`src/rtl/sgw_pkg.sv`:
```
package sgw_pkg;
  localparam int unsigned WORD_BYTES  = 4;
  localparam int unsigned DESC_WORDS  = 3;
  localparam int unsigned DESC_STRIDE = DESC_WORDS * WORD_BYTES;

  typedef enum logic [1:0] {
    RA_START = 2'd0,
    RA_TOTAL = 2'd1,
    RA_CTRL  = 2'd2
  } reg_addr_e;

  typedef enum logic [2:0] {
    ST_IDLE,
    ST_D0,
    ST_D1,
    ST_D2,
    ST_XFER,
    ST_DRAIN
  } walk_state_e;
endpackage

```
`src/rtl/sgw_regs.sv`:
```
module sgw_regs
  import sgw_pkg::*;
#(
  parameter int unsigned AW = 32
) (
  input  logic          clk_i,
  input  logic          rst_ni,
  input  logic          we_i,
  input  logic [1:0]    addr_i,
  input  logic [AW-1:0] wdata_i,
  output logic [AW-1:0] rdata_o,
  output logic [AW-1:0] start_o,
  output logic [AW-1:0] total_o,
  output logic          sg_en_o,
  output logic          go_o
);
  logic [AW-1:0] start_q, total_q;
  logic          sg_en_q, go_q;

  always_ff @(posedge clk_i or negedge rst_ni) begin
    if (!rst_ni) begin
      start_q <= '0;
      total_q <= '0;
      sg_en_q <= 1'b0;
      go_q    <= 1'b0;
    end else begin
      go_q <= we_i && (addr_i == RA_CTRL) && wdata_i[1];
      if (we_i) begin
        case (addr_i)
          RA_START: start_q <= wdata_i;
          RA_TOTAL: total_q <= wdata_i;
          RA_CTRL:  sg_en_q <= wdata_i[0];
          default:  ;
        endcase
      end
    end
  end

  always_comb begin
    case (addr_i)
      RA_START: rdata_o = start_q;
      RA_TOTAL: rdata_o = total_q;
      RA_CTRL:  rdata_o = {{(AW-1){1'b0}}, sg_en_q};
      default:  rdata_o = '0;
    endcase
  end

  assign start_o = start_q;
  assign total_o = total_q;
  assign sg_en_o = sg_en_q;
  assign go_o    = go_q;
endmodule

```
`src/rtl/sgw_outbuf.sv`:
```
module sgw_outbuf #(
  parameter int unsigned DW = 32
) (
  input  logic          clk_i,
  input  logic          rst_ni,
  input  logic          load_i,
  input  logic [DW-1:0] data_i,
  input  logic          ready_i,
  output logic          valid_o,
  output logic [DW-1:0] data_o,
  output logic          free_o
);
  logic          valid_q;
  logic [DW-1:0] data_q;

  always_ff @(posedge clk_i or negedge rst_ni) begin
    if (!rst_ni) begin
      valid_q <= 1'b0;
      data_q  <= '0;
    end else if (load_i) begin
      valid_q <= 1'b1;
      data_q  <= data_i;
    end else if (ready_i) begin
      valid_q <= 1'b0;
    end
  end

  assign valid_o = valid_q;
  assign data_o  = data_q;
  assign free_o  = !valid_q || ready_i;

  a_r11_hold: assert property (@(posedge clk_i) disable iff (!rst_ni)
    valid_o && !ready_i |=> valid_o && $stable(data_o));

  a_r11_no_overwrite: assert property (@(posedge clk_i) disable iff (!rst_ni)
    load_i |-> free_o);
endmodule

```
`src/rtl/sgw_seq.sv`:
```
module sgw_seq
  import sgw_pkg::*;
#(
  parameter int unsigned AW = 32
) (
  input  logic          clk_i,
  input  logic          rst_ni,
  input  logic          go_i,
  input  logic [AW-1:0] start_i,
  input  logic [AW-1:0] total_i,
  input  logic          sg_en_i,
  output logic          mem_req_o,
  output logic [AW-1:0] mem_addr_o,
  input  logic          mem_ready_i,
  input  logic [AW-1:0] mem_rdata_i,
  input  logic          buf_free_i,
  input  logic          buf_valid_i,
  output logic          buf_load_o,
  output logic          busy_o,
  output logic          done_o,
  output logic          err_o
);
  localparam int unsigned CW = AW - 1;  // segment count field
  localparam int unsigned SW = AW + 1;  // running sum, no overflow
  localparam logic [AW-1:0] STEP   = AW'(WORD_BYTES);
  localparam logic [AW-1:0] STEP2  = AW'(2 * WORD_BYTES);
  localparam logic [AW-1:0] STRIDE = AW'(DESC_STRIDE);

  walk_state_e   state_q;
  logic [AW-1:0] desc_q, seg_addr_q, seg_rem_q, next_q, total_q;
  logic [SW-1:0] sum_q;
  logic          order_q, eot_q, done_q, err_q;
  logic          acc;
  logic [CW-1:0] d_cnt;
  logic          d_eot, d_bad;
  logic [SW-1:0] d_sum, tot_ext;

  assign d_cnt   = mem_rdata_i[CW-1:0];
  assign d_eot   = mem_rdata_i[AW-1];
  assign d_sum   = sum_q + SW'(d_cnt);
  assign tot_ext = {1'b0, total_q};

  // descriptor sanity, evaluated as the count word arrives
  always_comb begin
    d_bad = (seg_addr_q[1:0] != 2'b00) || (d_cnt == '0) || (d_cnt[1:0] != 2'b00)
         || (d_sum > tot_ext) || (d_eot && (d_sum != tot_ext))
         || (order_q && !d_eot && (next_q[1:0] != 2'b00));
  end

  always_comb begin
    mem_req_o  = 1'b0;
    mem_addr_o = seg_addr_q;
    case (state_q)
      ST_D0:   begin mem_req_o = 1'b1; mem_addr_o = desc_q;         end
      ST_D1:   begin mem_req_o = 1'b1; mem_addr_o = desc_q + STEP;  end
      ST_D2:   begin mem_req_o = 1'b1; mem_addr_o = desc_q + STEP2; end
      ST_XFER: mem_req_o = buf_free_i;
      default: ;
    endcase
  end

  assign acc        = mem_req_o && mem_ready_i;
  assign buf_load_o = (state_q == ST_XFER) && acc;

  always_ff @(posedge clk_i or negedge rst_ni) begin
    if (!rst_ni) begin
      state_q    <= ST_IDLE;
      desc_q     <= '0;
      seg_addr_q <= '0;
      seg_rem_q  <= '0;
      next_q     <= '0;
      total_q    <= '0;
      sum_q      <= '0;
      order_q    <= 1'b0;
      eot_q      <= 1'b0;
      done_q     <= 1'b0;
      err_q      <= 1'b0;
    end else begin
      done_q <= 1'b0;
      case (state_q)
        ST_IDLE: if (go_i) begin
          err_q   <= 1'b0;
          total_q <= total_i;
          sum_q   <= '0;
          if (sg_en_i) begin
            order_q <= start_i[0];
            desc_q  <= {start_i[AW-1:1], 1'b0};
            if (start_i[1]) err_q <= 1'b1;
            else            state_q <= ST_D0;
          end else begin
            seg_addr_q <= start_i;
            seg_rem_q  <= total_i;
            eot_q      <= 1'b1;
            if ((start_i[1:0] != 2'b00) || (total_i == '0) || (total_i[1:0] != 2'b00))
              err_q <= 1'b1;
            else
              state_q <= ST_XFER;
          end
        end
        ST_D0: if (acc) begin
          seg_addr_q <= mem_rdata_i;
          state_q    <= ST_D1;
        end
        ST_D1: if (acc) begin
          next_q  <= mem_rdata_i;
          state_q <= ST_D2;
        end
        ST_D2: if (acc) begin
          if (d_bad) begin
            err_q   <= 1'b1;
            state_q <= ST_IDLE;
          end else begin
            seg_rem_q <= AW'(d_cnt);
            eot_q     <= d_eot;
            sum_q     <= d_sum;
            state_q   <= ST_XFER;
          end
        end
        ST_XFER: if (acc) begin
          seg_addr_q <= seg_addr_q + STEP;
          seg_rem_q  <= seg_rem_q - STEP;
          if (seg_rem_q == STEP) begin
            if (eot_q) begin
              state_q <= ST_DRAIN;
            end else begin
              desc_q  <= order_q ? next_q : desc_q + STRIDE;
              state_q <= ST_D0;
            end
          end
        end
        ST_DRAIN: if (!buf_valid_i) begin
          done_q  <= 1'b1;
          state_q <= ST_IDLE;
        end
        default: state_q <= ST_IDLE;
      endcase
    end
  end

  assign busy_o = (state_q != ST_IDLE);
  assign done_o = done_q;
  assign err_o  = err_q;

  a_r10_req_hold: assert property (@(posedge clk_i) disable iff (!rst_ni)
    mem_req_o && !mem_ready_i |=> mem_req_o && $stable(mem_addr_o));

  a_r10_word_aligned: assert property (@(posedge clk_i) disable iff (!rst_ni)
    mem_req_o |-> (mem_addr_o[1:0] == 2'b00));

  a_r9_done_pulse: assert property (@(posedge clk_i) disable iff (!rst_ni)
    done_o |=> !done_o);

  a_r9_done_not_err: assert property (@(posedge clk_i) disable iff (!rst_ni)
    done_o |-> !err_o);

  a_r7_err_idle: assert property (@(posedge clk_i) disable iff (!rst_ni)
    $rose(err_o) |-> !busy_o && !buf_load_o);
endmodule

```
`src/rtl/sg_dma_walker.sv`:
```
module sg_dma_walker #(
  parameter int unsigned AW = 32
) (
  input  logic          clk_i,
  input  logic          rst_ni,
  input  logic          reg_we_i,
  input  logic [1:0]    reg_addr_i,
  input  logic [AW-1:0] reg_wdata_i,
  output logic [AW-1:0] reg_rdata_o,
  output logic          mem_req_o,
  output logic [AW-1:0] mem_addr_o,
  input  logic          mem_ready_i,
  input  logic [AW-1:0] mem_rdata_i,
  output logic          eng_valid_o,
  output logic [AW-1:0] eng_data_o,
  input  logic          eng_ready_i,
  output logic          busy_o,
  output logic          done_o,
  output logic          err_o
);
  logic [AW-1:0] start_w, total_w;
  logic          sg_en_w, go_w;
  logic          buf_free_w, buf_load_w;

  sgw_regs #(.AW(AW)) u_regs (
    .clk_i   (clk_i),
    .rst_ni  (rst_ni),
    .we_i    (reg_we_i),
    .addr_i  (reg_addr_i),
    .wdata_i (reg_wdata_i),
    .rdata_o (reg_rdata_o),
    .start_o (start_w),
    .total_o (total_w),
    .sg_en_o (sg_en_w),
    .go_o    (go_w)
  );

  sgw_seq #(.AW(AW)) u_seq (
    .clk_i       (clk_i),
    .rst_ni      (rst_ni),
    .go_i        (go_w),
    .start_i     (start_w),
    .total_i     (total_w),
    .sg_en_i     (sg_en_w),
    .mem_req_o   (mem_req_o),
    .mem_addr_o  (mem_addr_o),
    .mem_ready_i (mem_ready_i),
    .mem_rdata_i (mem_rdata_i),
    .buf_free_i  (buf_free_w),
    .buf_valid_i (eng_valid_o),
    .buf_load_o  (buf_load_w),
    .busy_o      (busy_o),
    .done_o      (done_o),
    .err_o       (err_o)
  );

  sgw_outbuf #(.DW(AW)) u_buf (
    .clk_i   (clk_i),
    .rst_ni  (rst_ni),
    .load_i  (buf_load_w),
    .data_i  (mem_rdata_i),
    .ready_i (eng_ready_i),
    .valid_o (eng_valid_o),
    .data_o  (eng_data_o),
    .free_o  (buf_free_w)
  );
endmodule

```
`config.mk`:
```
export PLATFORM = sky130hd
export DESIGN_NAME = sg_dma_walker
export DESIGN_NICKNAME = d
export VERILOG_FILES = /design/src/rtl/sgw_pkg.sv /design/src/rtl/sgw_regs.sv /design/src/rtl/sgw_outbuf.sv /design/src/rtl/sgw_seq.sv /design/src/rtl/sg_dma_walker.sv
export SDC_FILE = /design/constraint.sdc
export NUM_CORES = 1
export LEC_CHECK = 0
export CAP_MARGIN = 30
export CORE_ASPECT_RATIO = 2
export CORE_UTILIZATION = 45
export DETAILED_ROUTE_END_ITERATION = 8
export DONT_BUFFER_PORTS = 1
export SYNTH_ARGS = -nofsm -noshare
export SYNTH_HDL_FRONTEND = slang
export SYNTH_SLANG_ARGS = --single-unit
```
`constraint.sdc`:
```
create_clock -name clk_i -period 7.58 [get_ports clk_i]
set_input_delay 1.516 -clock clk_i [delete_from_list [all_inputs] [get_ports clk_i]]
set_output_delay 1.516 -clock clk_i [all_outputs]
set_load 0.05 [all_outputs]
```
### Word-level counts from Yosys, hierarchy flattened

Index checks and enable logic that the tools add are counted.

| storage, ports and cells | value |
|---|---|
| register bits | 299 |
| word-level logic and storage cells | 147 |

| operators by class | value |
|---|---|
| equal/unequal tests | 23 |
| $lt $le $gt $ge | 1 |
| $add $sub $neg | 6 |
| mux-type cells | 54 |
| reduce and logical (&&, ||, !) cells | 46 |

Operators with widths:

| operator | number |
|---|---|
| $mux 32 | 15 |
| $pmux 32 s3 | 4 |
| $mux 33 | 3 |
| $pmux 33 s2 | 1 |
| $add 32x3->32 const B | 2 |
| $add 32x4->32 const B | 2 |
| $pmux 32 s2 | 1 |
| $mux 3 | 12 |
| $add 33x31->33 | 1 |
| $gt 33x32->1 | 1 |
| $ne 33x32->1 | 1 |
| $eq 32x3->1 const B | 1 |
| $logic_not 32->1 | 1 |
| $sub 32x3->32 const B | 1 |
| $logic_not 31->1 | 1 |
| $pmux 3 s6 | 1 |
| $reduce_bool 2->1 | 8 |
| $mux 1 | 14 |
| $ne 2x2->1 const B | 7 |
| $reduce_and 6->1 | 2 |
| $ne 2x1->1 const B | 5 |
| $reduce_and 2->1 | 5 |
| $reduce_and 5->1 | 2 |
| $reduce_and 9->1 | 1 |
| 16 further kinds | 38 |

### Longest topological paths before layout

Gate-level depths: netlist of run 1.

| depth | value |
|---|---|
| word-level depth | 9 |
| mapped depth | 22 |
| depth with buffers taken out | 21 |

### Cells and area by module

Synthesis of run 1 repeated with hierarchy kept, for this count alone.

| unflattened totals | value |
|---|---|
| cells, all modules | 2027 |
| area, all modules | 18587.8 µm² |

Modules (own cells, without submodules):

| module | area each (µm²) | cells each | times used | seq. area each (µm²) |
|---|---|---|---|---|
| sgw_seq | 14224.9 | 1741 | 1 | 5004.8 |
| sgw_regs | 2984.1 | 215 | 1 | 1651.6 |
| sgw_outbuf | 1378.8 | 71 | 1 | 825.8 |

### Worst setup path after synthesis of run 1

Ideal clock, no wire load.

| timing path | value |
|---|---|
| path kind | input to register |
| from | input mem_rdata_i[6] |
| to | register u_seq.seg_rem_q[0] |
| data arrival time | 5.647 ns |
| slack | 1.805 ns |
| setup time | 0.127 ns |
| stages | 18 |
| path buffers | 0 |
| data required time | 7.453 ns |
| path through | ha_1 a2111oi_0 o21ai_0 o22ai_1 o21ai_0 o21ai_0 a21oi_1 xor2_1 ha_1 nand4_2 nor4_2 nand4_1 o211a_1 o31a_1 a2111o_1 nor3_4 nand2b_1 mux2_1 |

| between the ends | value |
|---|---|
| word-level cells in the longest chain between the ends | 8 |
| elaborated cells between the ends (all ways) | 12 |
| those cells by class | add/sub: 1; order compare: 1; eq/ne: 2; reduce/logical: 8 |

RTL lines:

| item | line | RTL |
|---|---|---|
| from (decl) | sg_dma_walker.sv:13 | `input logic [AW-1:0] mem_rdata_i,` |
| parallel branches: the longest is 4 deep, another holds $add 33x31->33 | n/a |  |
| $logic_or 1x1->1 (*) | sgw_seq.sv:46 | `\|\| (d_sum > tot_ext) \|\| (d_eot && (d_sum != tot_ext))` |
| $logic_or 1x1->1 (*) | sgw_seq.sv:47 | `\|\| (order_q && !d_eot && (next_q[1:0] != 2'b00));` |
| $ne 2x2->1 (no line) (*) | n/a |  |
| $reduce_and 6->1 (no line) (*) | n/a |  |
| to (signal assigned) | sgw_seq.sv:92 | `seg_rem_q <= total_i;` |
| to (signal assigned) | sgw_seq.sv:113 | `seg_rem_q <= AW'(d_cnt);` |
| to (signal assigned) | sgw_seq.sv:121 | `seg_rem_q <= seg_rem_q - STEP;` |
| to (decl) | sgw_seq.sv:30 | `logic [AW-1:0] desc_q, seg_addr_q, seg_rem_q, next_q, total_q;` |

Every way passes the cells marked *.
A chain may end at the register's enable or synchronous reset.

### Final worst setup path of run 1

| timing path | value |
|---|---|
| from | input mem_rdata_i[6] |
| to | register u_seq.seg_rem_q[7] |

Same word-level chain as after synthesis.

==> run_results.csv, run 1 <==
group,metric,value,unit
die,pin_count,172,
final_layout,utilization,0.491,
timing,skew,0.0199,ns
yosys,syn-num-nets,2152,
pwr,power_leakage,8.40,nW
pwr,combPwrFrac,0.429,
yosys,yosysUniqueCellTypes,84,
yosys,synth-warning-count,0,
die,core_area,0.0402,mm^2
run,cap_violations,0,
worst_hold_path,hold_depth,1,
place,port_buffers,0,
setup_path,crit_type,"in2reg",
setup_path,critPathMaxStageDelay,0.63,ns
timing,period_share,0.815,
yosys,synth_edf_count,0,
global_route,grt_max_degree,300,
yosys,yosysTopAreaCell,"dfrtp_1",
clock_tree,root_buffer,"clkbuf_16",
setup_path,path_max_fanout,26,
place,place_congestion,0.998,
worst_hold_path,hold_class,"reg2reg",
setup_path,critPathTopFamily,"compound AO/OA/AOI/OAI gates",
setup_path,crit_buf_inv,2,
final_layout,num_antenna_cells,0,
timing,clock.fmax,162,MHz
pwr,switchingPower,0.00392,W
pwr,swShare,0.491,
setup_path,cp-start-kind,"input port",
timing,slew_headroom,0.274,
yosys,synth_ff_type,"dfrtp_1",
yosys,synth_top_area_frac,0.408,
timing,setup-tns-final,0,ns
timing,finalHoldViolCount,0,
yosys,avgSynthCellArea,9.12,um^2
route,drt_first_pass_iters,6,
route,drtIter0Drc,1336,
die,die_w,145,um
final_layout,final_net_count,2097,
pwr,p_seq_frac,0.393,
global_route,grt_pass1_vias,16302,
yosys,ys_ff_latch,299,
timing,tightestPinTransition,1.09,ns
clock_tree,cts_tree,"yes",
outcome,status,"finished, final reports clean",
yosys,yosys.cell_count.top_type,"dfrtp_1",
die,die-area,0.0416,mm^2
pwr,power.total,0.00797,W
global_route,track_usage,0.323,
clock_tree,postCtsSetupRepairBufs,0,
pwr,power_frac_clock,0.178,
route,antenna_left,0,
final_layout,post-route-cell-area,0.0197,mm^2
yosys,syn_inst,2010,
clock_tree,path_clk_slew,0.07,ns
place,place_hpwl,49.4,mm
clock_tree,cts_sinks,299,
die,rows,104,
yosys,synthArstFlopShare,1.00,
clock_tree,clockBufferDepth,3,
clock_tree,clk_latency,0.57,ns
clock_tree,numCtsBuffers,28,
final_layout,nFillCells,3850,
timing,slew_violations,0,
route,avgRoutedWirePerCell,26.5,um
timing,setup_viol,0,
yosys,synthTopCellsByArea,"dfrtp_1 (41%), mux2_2 (8.2%), o21ai_0 (6.1%)",
clock_tree,htreeDepth,1,
route,drt-vias-per-instance,6.44,
setup_path,cp.required,8.02,ns
pwr,peakVddDrop,0.000211,V
setup_path,worst-r2r-cell-count,20,
yosys,yosysSeqAreaShare,0.408,
setup_path,cp-end-kind,"flop",
die,start_util,0.456,
place,placed_area,0.0188,mm^2
final_layout,syn2layout_area_growth,7.73,%
clock_tree,ctsResizeCount,0,
yosys,synthTopCellsByCount,"dfrtp_1 (299), o21ai_0 (225), nand2_1 (213), nor2_1 (169), mux2_2 (134)",
route,drc_errors,0,
timing,grt_setup_unrepaired,"false",
setup_path,crit_top_cell,"o21ai_0",
setup_path,arrival,6.62,ns
global_route,grt_pass1_wl,98.9,mm
pwr,internal-power,0.00405,W
route,vias,16079,
yosys,synth_area,0.0183,mm^2
global_route,antenna_found_initial,0,
route,routed_wl,66.3,mm
timing,hold-worst-slack,0.492,ns
clock_tree,cts_hold_buf,0,
die,die_h,287,um
global_route,grt-ovfl-total,0,
setup_path,path_cells,"ha_1, a2111oi_0, o21ai_0, o22ai_1, o21ai_0, buf_4, o21ai_0, a21oi_1, a41oi_1, xnor2_1, ha_1, nand2_1, o21ai_0, nand2b_1, o211a_1, o31a_1, a2111oi_4, a32oi_4, buf_16, mux2_2",
timing,fin_crit,6.18,ns
setup_path,cp.depth,20,
setup_path,slowest_stage,"a32oi_4",
final_layout,drive_gt1_frac,0.122,
pwr,power_density,403,mW/mm^2
## worst reg2reg max path, cell delays in order (launching register included)
cell       delay, ns
dfrtp_1         0.38
ha_1            0.33
a2111oi_0       0.40
o21ai_0         0.15
o22ai_1         0.34
o21ai_0         0.26
buf_4           0.23
o21ai_0         0.19
a21oi_1         0.16
a41oi_1         0.27
xnor2_1         0.12
ha_1            0.30
nand2_1         0.05
o21ai_0         0.46
nand2b_1        0.18
o211a_1         0.16
o31a_1          0.21
a2111oi_4       0.10
a32oi_4         0.63
buf_16          0.24
mux2_2          0.36
## state kept, by name, indices dropped and copies added (netlist names), 3 cells and up
name              flops
u_seq.sum_q          33
u_seq.seg_rem_q      32
u_seq.state_q         3
u_buf.data_o         32
u_seq.next_q         32
u_regs.total_o       32
u_seq.seg_addr_q     32
u_seq.desc_q         32
u_regs.start_o       32
u_seq.total_q        32
## kinds of logic after synthesis
kind of cell,synth area share
and+or+nand+nor,0.160
adders and majority gates,0.0489
muxes,0.109
DFF,0.408
AOI/OAI and AO/OA,0.211
xor gates and xnor gates,0.0248
buffers and inverters,0.0388
## cells in the final DEF, fill, tap and decap left out, drive strengths merged, types with 5 or more instances in the layout
cell    count
a211oi      9
a21o       17
a21oi     130
a221o      14
a221oi     14
a222oi     17
a22o       40
a22oi      10
a31oi      20
and2       11
and3       22
and4        8
buf        36
clkbuf     39
dfrtp     299
ha         70
inv        58
mux2      146
mux2i      35
nand2     214
nand2b     13
nand3      36
nand4      29
nor2      171
nor2b      10
nor3       45
nor3b      10
nor4       26
o211ai     17
o21a        6
o21ai     241
o221ai      5
o22a        7
o22ai       9
o31a        9
o31ai       5
or3        17
xnor2      31
xor2       21
## metrics by stage
step / setup slack (ns) / std cells
after floorplan: 1.81 / 2010
after detailed placement: 0.836 / 2452
after CTS: 1.42 / 2494
after global routing: 1.07 / 2497
after global placement: 0.832 / 2448
final: 1.40 / 2497
## power groups by stage
stage	Clock, W	Sequential (W)	Combinational (W)
2_1_floorplan	0	0.00279	0.00266
3_3_place_gp	0	0.00312	0.00327
4_1_cts	0.00144	0.00311	0.00337
5_1_grt	0.00149	0.00319	0.00370
3_5_place_dp	0	0.00313	0.00336
6_report	0.00142	0.00313	0.00342
## area by class of cell
cell class                 count  area [um^2]  area share
clock buffer                  38          790      0.0400
multi-input combinational   1530        10200       0.517
tap                          530          663      0.0336
inverter                      59          221      0.0112
sequential                   299         7480       0.379
clock inverter                 4         70.1     0.00355
timing repair buffer          37          318      0.0161
## path summary, 6_finish.rpt
| check | slack, ns | from | end |
|---|---|---|---|
| worst min-delay path | 0.49 | u_seq.desc_q[0] | u_seq.desc_q[0] |
| worst min register to register | 0.49 | u_seq.desc_q[0] | u_seq.desc_q[0] |
| worst max register to register | 1.98 | u_seq.sum_q[6] | u_seq.seg_rem_q[7] |
| max in group asynchronous | 6.04 | rst_ni | u_seq.total_q[27] |
| min in group asynchronous | 0.65 | rst_ni | u_seq.sum_q[9] |
| worst max-delay path | 1.40 | mem_rdata_i[6] | u_seq.seg_rem_q[7] |
## per-layer routing
layer | global-route usage | share of wire | up-vias
met5 | 0 | 0 | -
met4 | 0.202 | 0.066 | 0
met3 | 0.0442 | 0.058 | 198
met2 | 0.577 | 0.52 | 678
met1 | 0.353 | 0.36 | 7960
li1 | - | - | 7243
Power figures use the tool's default switching activity.
==> run 2: changes to the inputs <==
clock period = 6.1 ns   (was 7.58 ns; I/O delays follow)
==> run 2 against run 1 <==
  * Global-route usage is 0.16 points higher
  * Routed wire length barely moved
  * Flip-flop and latch count stayed put
  * Via count grew 0.57%
==> run_results.csv, run 2 (synthesis results as in run 1) <==
group,metric,value,unit
setup_path,cp-start-kind,"input port",
route,drc_errors,0,
setup_path,worst-r2r-cell-count,23,
global_route,grt_pass1_vias,16287,
route,vias,16170,
timing,setup_viol,0,
timing,setup_slack,0.488,ns
clock_tree,cts_hold_buf,0,
final_layout,largest_reg_flops,33,
clock_tree,ctsResizeCount,0,
final_layout,nFillCells,3775,
pwr,power_frac_clock,0.195,
pwr,p_seq_frac,0.384,
pwr,swShare,0.484,
pwr,internal-power,0.00520,W
setup_path,startpoint,"mem_rdata_i[0]",
clock_tree,clk_latency,0.58,ns
setup_path,crit_type,"in2reg",
timing,finalHoldViolCount,0,
setup_path,ff2ff_setup_slack,0.74,ns
final_layout,most-common-layout-cells,"dfrtp_1 (298), o21ai_0 (215), nand2_1 (212), nor2_1 (164), mux2_2 (134)",
timing,clock.fmax,178,MHz
setup_path,reg2reg_from,"u_seq.sum_q[0]",
final_layout,final_common_cell,"dfrtp_1",
global_route,grt_max_degree,300,
route,avgRoutedWirePerCell,26.2,um
pwr,switchingPower,0.00489,W
route,drtIter0Drc,1391,
final_layout,drive_gt1_frac,0.136,
place,port_buffers,0,
pwr,peakVddDrop,0.000285,V
timing,tightestPinTransition,1.05,ns
die,core_area,0.0402,mm^2
die,die_h,287,um
clock_tree,path_clk_slew,0.07,ns
timing,slew_violations,0,
place,place_hpwl,49.0,mm
die,die_w,145,um
place,place_congestion,1.02,
final_layout,stdcell_count,2531,
pwr,combPwrFrac,0.421,
route,antenna_left,0,
worst_hold_path,hold_class,"in2async",
clock_tree,numCtsBuffers,30,
clock_tree,cts_sinks,299,
final_layout,post-route-cell-area,0.0201,mm^2
timing,grt_setup_unrepaired,"false",
final_layout,num_antenna_cells,0,
final_layout,final_net_count,2120,
outcome,status,"finished, final reports clean",
place,placed_area,0.0191,mm^2
final_layout,syn2layout_area_growth,9.55,%
global_route,grt-ovfl-total,0,
clock_tree,root_buffer,"clkbuf_16",
die,pin_count,172,
clock_tree,clockBufferDepth,3,
setup_path,rr_endpoint,"u_seq.seg_rem_q[18]",
timing,period_share,0.920,
timing,fin_crit,5.61,ns
global_route,track_usage,0.325,
place,placed_cells,2475,
global_route,grt_pass1_wl,99.6,mm
die,start_util,0.456,
setup_path,cp.required,6.55,ns
timing,slew_headroom,0.298,
route,drt_first_pass_iters,6,
setup_path,arrival,6.06,ns
clock_tree,cts_tree,"yes",
die,rows,104,
run,cap_violations,0,
global_route,antenna_found_initial,0,
final_layout,multi_input_area,0.0102,mm^2
die,die-area,0.0416,mm^2
final_layout,largest-register,"u_seq.sum_q",
timing,skew,0.0214,ns
route,drt-vias-per-instance,6.39,
clock_tree,htreeDepth,1,
clock_tree,postCtsSetupRepairBufs,0,
setup_path,cp-endpoint,"u_seq.seg_rem_q[18]",
pwr,power.total,0.0101,W
place,dp_slack,-0.0619,ns
final_layout,register_area,0.00748,mm^2
pwr,power_leakage,8.59,nW
setup_path,cp-end-kind,"flop",
setup_path,path_max_fanout,33,
pwr,power_density,503,mW/mm^2
route,routed_wl,66.2,mm
-- run 2: worst min path at each step --
stage / from / endpoint / slack (ns) / cells after the start
floorplan: u_seq.desc_q[0] / u_seq.desc_q[0] / 0.46 / 1
detailed placement: u_seq.seg_rem_q[1] / u_seq.seg_rem_q[1] / 0.48 / 1
global route: rst_ni / u_buf.data_o[6] / 0.32 / 0
CTS: rst_ni / u_buf.data_o[6] / 0.31 / 0
finish: rst_ni / u_buf.data_o[6] / 0.33 / 0
global placement: u_seq.seg_rem_q[1] / u_seq.seg_rem_q[1] / 0.47 / 1
-- run 2: cell type report --
type	count	share of cell area
sequential	299	0.373
inverter	59	0.0110
multi-input combinational	1530	0.508
tap	530	0.0330
clock buffer	46	0.0449
clock inverter	9	0.00598
timing repair buffer	58	0.0241
-- run 2: through the flow --
| stage | TNS [ns] | hold slack, ns | utilization |
|---|---|---|---|
| after floorplan | 0 | 0.456 | - |
| after global placement | 0 | 0.472 | 0.473 |
| after detailed placement | -0.389 | 0.477 | 0.474 |
| after CTS | 0 | 0.311 | 0.499 |
| after global routing | 0 | 0.318 | 0.499 |
| final | 0 | 0.326 | 0.499 |
-- run 2: per-layer routing --
| metal | vias to the layer above | global-route usage | wire [um] |
|---|---|---|---|
| met5 | - | 0 | 0 |
| met2 | 678 | 0.568 | 34100 |
| met3 | 178 | 0.0425 | 3890 |
| met4 | 0 | 0.208 | 4490 |
| met1 | 8008 | 0.365 | 23800 |
| li1 | 7306 | - | - |
-- run 2: power groups by stage --
stage	Clock, W	Combinational [W]	Sequential (W)
floorplan	0	0.00331	0.00347
global placement	0	0.00412	0.00386
detailed placement	0	0.00421	0.00388
CTS	0.00200	0.00422	0.00384
global route	0.00207	0.00460	0.00395
finish	0.00197	0.00425	0.00388
-- run 2: worst max-delay path, stage by stage --
cell       delay, ns
ha_1            0.20
inv_1           0.08
fa_1            0.23
nor2b_1         0.08
o31a_1          0.27
o221ai_2        0.30
a21oi_2         0.14
nor3_1          0.35
buf_4           0.19
o21bai_1        0.06
a21oi_1         0.17
xnor2_1         0.13
ha_1            0.33
nand4_2         0.15
nor4_2          0.33
nand4_1         0.22
o211a_1         0.31
o31a_1          0.15
a2111oi_4       0.50
a32oi_4         0.13
buf_12          0.21
o21ai_0         0.18
o21ai_0         0.12
==> run 3: changes to the inputs <==
CORE_ASPECT_RATIO = 0.7   (was 2)
==> run 3 against run 2 <==
  * First-iteration DRC count grew 51%
  * Sequential share of layout area grew 0.054 points
  * Global-route usage shrank 1.6 points
  * Core utilization grew 0.29 points
  * Largest cell class unchanged
  * Clock power grew 8%
==> run_results.csv, run 3 (synthesis results as in run 1) <==
group,metric,value,unit
global_route,grt-ovfl-total,0,
route,avgRoutedWirePerCell,25.4,um
setup_path,startpoint,"mem_rdata_i[3]",
setup_path,worst-r2r-cell-count,19,
pwr,power_density,508,mW/mm^2
timing,period_share,0.926,
setup_path,path_cells,"ha_1, nand3_1, o211ai_1, o22ai_1, o21ai_0, o21ai_0, a21oi_1, xor2_1, ha_1, nand4_2, nor4_2, nand4_1, o211a_1, o31a_1, a2111o_1, nor3_4, buf_4, and4_1, a221o_1",
clock_tree,clk_latency,0.59,ns
final_layout,syn2layout_area_growth,9.39,%
global_route,grt_pass1_wl,97.5,mm
die,pin_count,172,
place,place_hpwl,46.7,mm
die,die_h,171,um
clock_tree,cts_sinks,299,
timing,slew_violations,0,
die,start_util,0.459,
route,drt_first_pass_iters,6,
setup_path,path_max_fanout,15,
final_layout,drive_gt1_frac,0.130,
clock_tree,numCtsBuffers,31,
final_layout,num_antenna_cells,0,
final_layout,final_net_count,2107,
route,drc_errors,0,
pwr,power.total,0.0102,W
timing,clock.fmax,177,MHz
run,cap_violations,0,
setup_path,cp.required,6.62,ns
route,vias,16345,
die,rows,61,
clock_tree,cts_tree,"yes",
setup_path,critPathMaxStageDelay,0.54,ns
setup_path,arrival,6.16,ns
clock_tree,htreeDepth,1,
route,drt-vias-per-instance,6.47,
final_layout,post-route-cell-area,0.0200,mm^2
setup_path,reg2reg_from,"u_seq.sum_q[4]",
die,die-area,0.0416,mm^2
setup_path,cp-end-kind,"flop",
pwr,power_leakage,8.55,nW
die,die_w,243,um
route,routed_wl,64.2,mm
global_route,track_usage,0.309,
clock_tree,root_buffer,"clkbuf_16",
clock_tree,path_clk_slew,0.06,ns
outcome,status,"finished, final reports clean",
route,drtIter0Drc,2094,
route,antenna_left,0,
worst_hold_path,hold_class,"in2async",
setup_path,cp-start-kind,"input port",
global_route,antenna_found_initial,1,
place,port_buffers,0,
clock_tree,cts_hold_buf,0,
timing,tightestPinTransition,1.39,ns
place,placed_area,0.0189,mm^2
timing,finalHoldViolCount,0,
final_layout,largest-register,"u_seq.sum_q",
timing,slew_headroom,0.0761,
global_route,grt_max_degree,300,
setup_path,crit_type,"in2reg",
clock_tree,postCtsSetupRepairBufs,0,
final_layout,final_common_cell,"dfrtp_1",
timing,skew,0.0202,ns
timing,setup_viol,0,
global_route,grt_pass1_vias,15429,
final_layout,most-common-layout-cells,"dfrtp_1 (298), o21ai_0 (215), nand2_1 (212), nor2_1 (164), mux2_2 (134)",
clock_tree,clockBufferDepth,3,
place,place_congestion,1.00,
die,core_area,0.0399,mm^2
timing,grt_setup_unrepaired,"false",
final_layout,largest_reg_flops,33,
pwr,peakVddDrop,0.000311,V
setup_path,slowest_stage,"o21ai_0",
final_layout,nFillCells,3733,
timing,fin_crit,5.65,ns
clock_tree,ctsResizeCount,0,
## run 3: metal layers
metal	up-vias	routed length (um)	share of wire	track usage
li1	7287	-	-	-
met1	8014	28700	0.45	0.459
met2	917	26100	0.41	0.437
met3	125	7100	0.11	0.0695
met4	2	2270	0.035	0.108
met5	-	13	0.00020	0
## run 3: final timing paths
path                                  endpoint  slack, ns
max in group asynchronous  u_seq.seg_rem_q[18]       4.65
min                           u_buf.data_o[19]       0.33
min reg2reg                    u_seq.desc_q[0]       0.49
min in group clk_i             u_seq.desc_q[0]       0.49
max reg2reg                    u_seq.sum_q[31]       0.65
max                            u_seq.sum_q[31]       0.45
## run 3: per-stage QoR
stage / utilization / std cells / setup TNS [ns] / setup slack [ns] / hold WS [ns]
2_1_floorplan: - / 2010 / 0 / 0.621 / 0.456
3_3_place_gp: 0.473 / 2461 / 0 / 0.122 / 0.480
3_5_place_dp: 0.474 / 2467 / -0.0179 / -0.0144 / 0.474
4_1_cts: 0.502 / 2525 / 0 / 0.562 / 0.324
5_1_grt: 0.502 / 2525 / 0 / 0.0645 / 0.314
6_report: 0.502 / 2525 / 0 / 0.454 / 0.335
## run 3: where the power goes
group / switching [W] / leakage (nW) / internal [W]
clock: 0.000839 / 0.545 / 0.00128
sequential: 0.00124 / 3.76 / 0.00264
combinational: 0.00279 / 4.25 / 0.00139
total: 0.00487 / 8.55 / 0.00532
## run 3: critical path: cells and delay by family
family          cells  cell delay, ns
compound gates      9            2.58
xor+xnor            1            0.16
fa+ha+maj           2            0.68
buf+inv             1            0.26
simple gates        6            1.23
## run 3: layout make-up
cell class	count	area [um^2]	area share
clock inverters	14	251	0.0125
multi-input cells	1530	10200	0.509
repair buffers	44	360	0.0180
inverters	59	221	0.0110
well taps	535	669	0.0334
flip-flops and latches	299	7480	0.373
clock buffers	44	865	0.0431
